<file path="config.mk">
export PLATFORM = sky130hd
export DESIGN_NAME = opsum_display_unit
export DESIGN_NICKNAME = d
export VERILOG_FILES = /design/src/rtl/osd_pkg.sv /design/src/rtl/osd_full_adder.sv /design/src/rtl/osd_ripple_adder.sv /design/src/rtl/osd_operand_stage.sv /design/src/rtl/osd_seg_decoder.sv /design/src/rtl/opsum_display_unit.sv
export SDC_FILE = /design/constraint.sdc
export NUM_CORES = 1
export LEC_CHECK = 0
export CORE_AREA = 2 2 39 41
export DETAILED_ROUTE_END_ITERATION = 6
export DIE_AREA = 0 0 41 43
export DONT_BUFFER_PORTS = 1
export SYNTH_ARGS = -nofsm -noshare
export SYNTH_HDL_FRONTEND = slang
export SYNTH_SLANG_ARGS = --single-unit
</file>
<file path="constraint.sdc">
create_clock -name clk -period 1.9 [get_ports clk]
set_input_delay 0.095 -clock clk [delete_from_list [all_inputs] [get_ports clk]]
set_output_delay 0.095 -clock clk [all_outputs]
set_load 0.01 [all_outputs]
</file>
<file path="src/rtl/osd_pkg.sv">
`timescale 1ns/1ps
package osd_pkg;

  // Segment vector: bit 0 = a ... bit 6 = g, 1 means lit
  typedef logic [6:0] seg_t;

  // Full adder arithmetic, kept as functions so the cell stays structural
  function automatic logic fa_sum(input logic a, input logic b, input logic ci);
    return a ^ b ^ ci;
  endfunction

  function automatic logic fa_carry(input logic a, input logic b, input logic ci);
    return (a & b) | (ci & (a ^ b));
  endfunction

  // Hex glyph lookup, lit-high form
  function automatic seg_t hex_lit(input logic [3:0] v);
    seg_t s;
    case (v)
      4'h0: s = 7'h3F;
      4'h1: s = 7'h06;
      4'h2: s = 7'h5B;
      4'h3: s = 7'h4F;
      4'h4: s = 7'h66;
      4'h5: s = 7'h6D;
      4'h6: s = 7'h7D;
      4'h7: s = 7'h07;
      4'h8: s = 7'h7F;
      4'h9: s = 7'h6F;
      4'hA: s = 7'h77;
      4'hB: s = 7'h7C;
      4'hC: s = 7'h39;
      4'hD: s = 7'h5E;
      4'hE: s = 7'h79;
      default: s = 7'h71;
    endcase
    return s;
  endfunction

endpackage

</file>
<file path="src/rtl/osd_full_adder.sv">
`timescale 1ns/1ps
module osd_full_adder
  import osd_pkg::*;
(
  input  logic a,
  input  logic b,
  input  logic ci,
  output logic s,
  output logic co
);

  assign s  = fa_sum(a, b, ci);
  assign co = fa_carry(a, b, ci);

endmodule

</file>
<file path="src/rtl/osd_ripple_adder.sv">
`timescale 1ns/1ps
module osd_ripple_adder #(
  parameter int W = 3
) (
  input  logic [W-1:0] x,
  input  logic [W-1:0] y,
  output logic [W:0]   total
);

  // carry[i] enters bit i; carry[W] is the final carry out
  logic [W:0]   carry;
  logic [W-1:0] bit_sum;

  assign carry[0] = 1'b0;

  for (genvar i = 0; i < W; i++) begin : g_cell
    osd_full_adder u_fa (
      .a  (x[i]),
      .b  (y[i]),
      .ci (carry[i]),
      .s  (bit_sum[i]),
      .co (carry[i+1])
    );
  end

  assign total = {carry[W], bit_sum};

endmodule

</file>
<file path="src/rtl/osd_operand_stage.sv">
`timescale 1ns/1ps
module osd_operand_stage #(
  parameter int W = 3
) (
  input  logic         clk,
  input  logic         rst,
  input  logic [W-1:0] d,
  output logic [W-1:0] newest,
  output logic [W-1:0] older
);

  // Two-deep shift chain, synchronous clear
  always_ff @(posedge clk) begin
    if (rst) begin
      newest <= '0;
      older  <= '0;
    end else begin
      newest <= d;
      older  <= newest;
    end
  end

endmodule

</file>
<file path="src/rtl/osd_seg_decoder.sv">
`timescale 1ns/1ps
module osd_seg_decoder
  import osd_pkg::*;
#(
  parameter bit ACTIVE_LOW = 1'b1
) (
  input  logic [3:0] nibble,
  output logic [6:0] seg
);

  seg_t lit;

  assign lit = hex_lit(nibble);

  if (ACTIVE_LOW) begin : g_low
    assign seg = ~lit;
  end else begin : g_high
    assign seg = lit;
  end

endmodule

</file>
<file path="src/rtl/opsum_display_unit.sv">
`timescale 1ns/1ps
module opsum_display_unit #(
  parameter int OPW        = 3,
  parameter bit ACTIVE_LOW = 1'b1
) (
  input  logic           clk,
  input  logic           rst,
  input  logic [OPW-1:0] din,
  output logic [OPW:0]   sum_out,
  output logic [6:0]     seg_n
);

  localparam int SUMW = OPW + 1;

  // Named internal wires
  logic [OPW-1:0]  stage_new;
  logic [OPW-1:0]  stage_old;
  logic [SUMW-1:0] adder_total;
  logic [3:0]      disp_nibble;

  osd_operand_stage #(.W(OPW)) u_stage (
    .clk    (clk),
    .rst    (rst),
    .d      (din),
    .newest (stage_new),
    .older  (stage_old)
  );

  osd_ripple_adder #(.W(OPW)) u_add (
    .x     (stage_new),
    .y     (stage_old),
    .total (adder_total)
  );

  // Fit the sum into one display digit
  if (SUMW >= 4) begin : g_trunc
    assign disp_nibble = adder_total[3:0];
  end else begin : g_pad
    assign disp_nibble = {{(4-SUMW){1'b0}}, adder_total};
  end

  osd_seg_decoder #(.ACTIVE_LOW(ACTIVE_LOW)) u_dec (
    .nibble (disp_nibble),
    .seg    (seg_n)
  );

  assign sum_out = adder_total;

endmodule

</file>
After elaboration in Yosys (flattened, before gate mapping)
Memory sizes are Yosys's and may differ from the RTL's.
Index checks and enable logic that the tools add are counted.
- register bits after elaboration: 6
- bits in read-only memories: 112
- output and inout port bits: 11
- word-level logic and storage cells: 16
- memories kept: 1
- memory list (name ; depth ; width ; read ports ; clocked after Yosys merged registers in ; write ports ; RTL line ; source):
    (name not given) ; 16 ; 7 ; 1 ; 0 ; 0 ; osd_pkg.sv:19 ; case (v)
- bitwise logic cells: 13
- operators with widths (cell ; count):
    $not 7->7 ; 1
    $and 1x1->1 ; 5
    $xor 1x1->1 ; 5
    $or 1x1->1 ; 2

Logic depth before layout (Yosys ltp)
An unclocked memory read counts as a cell.
- depth in word-level cells: 7
- gate-level depth with buffers: 8
- gate-level depth less buffers: 7

Cells and area by module
A second synthesis with hierarchy kept.
- cell total of the unflattened synthesis: 48
- area total of the unflattened synthesis: 481.7 um^2
- by module, submodules not included (module ; instances ; cells each ; area an instance (um^2) ; seq. area each (um^2)):
    osd_seg_decoder ; 1 ; 31 ; 252.7 ; 0.0
    osd_operand_stage ; 1 ; 12 ; 157.7 ; 120.1
    osd_full_adder ; 3 ; 1 ; 20.0 ; 0.0
    osd_ripple_adder ; 1 ; 2 ; 11.3 ; 0.0

Worst setup path after synthesis
OpenSTA, ideal clock, no wires.
- kind: register to output
- start: reg u_stage.newest[0]
- end: out seg_n[1]
- arrival time: 1932 ps
- setup slack: -127 ps
- cell stages (with the launch flop): 9
- path buffers: 1
- cells stage by stage: dfxtp_1 ha_1 fa_1 inv_1 fa_1 buf_6 nor2_1 a21oi_1 o21ai_0
- word-level cells in the longest chain between the ends: 7
- ends and longest elaborated chain (element ; RTL line ; source):
    start, declared ; osd_operand_stage.sv:8 ; output logic [W-1:0] newest,
    start signal, assigned ; osd_operand_stage.sv:15 ; newest <= '0;
    start signal, assigned ; osd_operand_stage.sv:18 ; newest <= d;
    $and 1x1->1 (2 in a row) ; osd_pkg.sv:13 ; return (a & b) | (ci & (a ^ b));
    $or 1x1->1 ; osd_pkg.sv:13 ;
    $and 1x1->1 ; osd_pkg.sv:13 ;
    $or 1x1->1 ; osd_pkg.sv:13 ;
    $mem_v2 16x7 * ; n/a ;
    $not 7->7 * ; osd_seg_decoder.sv:16 ; assign seg = ~lit;
    end, declared ; opsum_display_unit.sv:10 ; output logic [6:0] seg_n
Every way passes the cells marked *; elsewhere a longest branch is shown, timed or not.

Worst setup path after layout
- start: reg u_stage.newest[0]
- end: out seg_n[3]
Same word-level chain as after synthesis.

==> flow_metrics.env <==
export IMPL_max_clock_path_buffers=2
export IMPL_syn_avg_cell_area_um2=8.65
export IMPL_numPortBuffers=0
export IMPL_cts_made_buffers=3
export IMPL_io_pins=16
export IMPL_first_pass_iters=3
export IMPL_setup_viol=8
export IMPL_drtAntennaViolNets=0
export IMPL_r2r_start="u_stage.newest[1]"
export IMPL_yosys_area_top_type="dfxtp_1"
export IMPL_slew_viol_final=0
export IMPL_worst_slew_pin_slew_ns=0.231
export IMPL_area_growth_pct=50.9
export IMPL_cp_max_fo=8
export IMPL_cts_sinks=6
export IMPL_yosysWarnings=0
export IMPL_antenna_cells=0
export IMPL_stdcell_count=90
export IMPL_tns_ns=-2.33
export IMPL_grt_pass1_wl_um=1630
export IMPL_finalNetCount=90
export IMPL_clk_latency_ns=0.24
export IMPL_gp_congestion=0.653
export IMPL_failed_checks="setup timing"
export IMPL_grtUsageTotal_pct=13.8
export IMPL_drt_wl_total_um=1060
export IMPL_finalClockSkew_ns=0.000651
export IMPL_core_area_um2=1380
export IMPL_fp_dieArea_um2=1760
export IMPL_die_w_um=41
export IMPL_leakage_nw=0.332
export IMPL_hold_start="u_stage.newest[2]"
export IMPL_vias=439
export IMPL_wl_per_cell_um=11.8
export IMPL_worstHoldPathType="reg -> reg"
export IMPL_p_per_area_nw_per_um2=621
export IMPL_peakVddDrop_mv=0.335
export IMPL_crit_path_end_kind="output pin"
export IMPL_overflow=0
export IMPL_grt_setup_unrepaired="yes"
export IMPL_final_layout_size_suffix_gt1_share_pct=50.0
export IMPL_outcome="finished with violations"
export IMPL_critical_path_required_ns=1.80
export IMPL_start_util_pct=36.3
export IMPL_crit_arrival_ns=2.15
export IMPL_syn_area_um2=502
export IMPL_timing_final_crit_period_ns=2.25
export IMPL_drc=0
export IMPL_fill_cells=130
export IMPL_vias_per_cell=4.88
export IMPL_dp_cells=80
export IMPL_grt_max_degree=12
export IMPL_cts_tree="done"
export IMPL_start_kind="flop"
export IMPL_synth_top_cell_area_share_pct=23.9
export IMPL_fp_dieH_um=43
export IMPL_cts_reportedPaths_clkPinSlew_ns=0.04
export IMPL_period_share_pct=118
export IMPL_maxCapViolCount=0
export IMPL_fmaxAchievable_mhz=445
export IMPL_synth_cells=58
export IMPL_cts_htree_levels=1
export IMPL_slew_headroom_pct=84.6
export IMPL_grt_pass1_vias=440
export IMPL_crit_start="u_stage.newest[0]"
export IMPL_ys_top_cells_by_area="dfxtp_1, ha_1, fa_1"
export IMPL_hold_viol=0
export IMPL_worstSetupPathType="reg -> out"
export IMPL_fin_ws_ns=-0.346
export IMPL_synth_seq_cells=6
export IMPL_drt_iter0_drc=1
export IMPL_ys_seq_area_share_pct=23.9
export IMPL_synth_fp_nets=72
export IMPL_clockRootBuffer="clkbuf_4"
export IMPL_antenna_found_initial=0
export IMPL_hold_slack_ns=0.477
export IMPL_rows=14
export IMPL_synth_cell_types=20
export IMPL_dpl_hpwl_um=718
layout make-up:
type	instances	area, µm²	share of cell area, %
multi-input cells	38	392	51.7
repair buffers	19	169	22.3
flip-flops and latches	6	121	16.0
inverters	8	32.5	4.30
clock buffers	3	22.5	2.98
well taps	16	20.0	2.64
placed cells by master (no fill, tap or decap), types with 2 or more instances in the layout:
cell type / n
buf_4: 9
fa_2: 2
inv_1: 5
buf_6: 5
nor2b_1: 5
nand3_2: 2
a21oi_1: 5
dlygate4sd3_1: 4
nand2_1: 3
clkbuf_4: 3
ha_1: 6
inv_2: 2
nor2_1: 2
dfxtp_1: 5
repair_timing:
item / CTS / global route
hold endpoints to repair: 6 / 0
resized for setup: 14 / 6
setup endpoints to repair: 8 / 9
pin swaps: 1 / 1
hold buffers: 4 / 0
buffers inserted: 1 / 2
sequential cells by signal (all words and copies together) (netlist names):
register	count
u_stage.newest	3
u_stage.older	3
worst max-delay path: stages (launching register included):
cell and delay [ns]:
dfxtp_2 0.33, ha_4 0.16, fa_2 0.33, inv_2 0.06
fa_2 0.51, buf_6 0.16, o211a_1 0.21, a21oi_2 0.16
routing by layer:
layer	track usage, %	wire [µm]	vias up
li1	-	-	216
met4	8.00	19	0
met5	0	0	-
met3	1.57	36	2
met1	11.1	354	209
met2	27.5	654	12
path summary, 6_finish.rpt:
check,end,slack [ns],cells past startpoint
setup / recovery,seg_n[3],-0.35,7
hold / removal,u_stage.older[2],0.48,2
setup reg to reg,u_stage.older[1],1.33,1
hold reg to reg,u_stage.older[2],0.48,2
where the power goes:
part | switching [mW] | internal (mW)
clock network | 0.0425 | 0.0712
registers | 0.00376 | 0.133
logic | 0.108 | 0.112
Yosys cell counts, drive strengths merged:
| library cell | n |
|---|---|
| nand2 | 4 |
| o211a | 1 |
| inv | 8 |
| nor2 | 3 |
| buf | 6 |
| nor2b | 6 |
| dfxtp | 6 |
| o22ai | 1 |
| mux2i | 1 |
| o21ai | 2 |
| nand3 | 2 |
| mux2 | 1 |
| o31ai | 1 |
| a31oi | 1 |
| ha | 7 |
| fa | 2 |
| a21oi | 6 |
cell families (layout without fill, tap and decap cells):
group	count (synthesis)	in the layout	synth area share, %
compound gates	12	12	16.0
fa+ha+maj	9	9	25.4
buf+inv	14	30	15.7
flops	6	6	23.9
mux	2	2	4.24
simple gates	15	15	14.7
metrics by stage:
step | utilization, % | power [mW] | setup slack, ns | area [µm²]
after floorplan | - | 0.260 | -0.0195 | 519
after global placement | 42.0 | 0.303 | -0.0957 | 581
after detailed placement | 42.0 | 0.305 | -0.127 | 581
after CTS | 51.1 | 0.456 | -0.338 | 707
after global routing | 54.7 | 0.506 | -0.450 | 757
final | 54.7 | 0.470 | -0.346 | 757
Power figures use the tool's default switching activity.
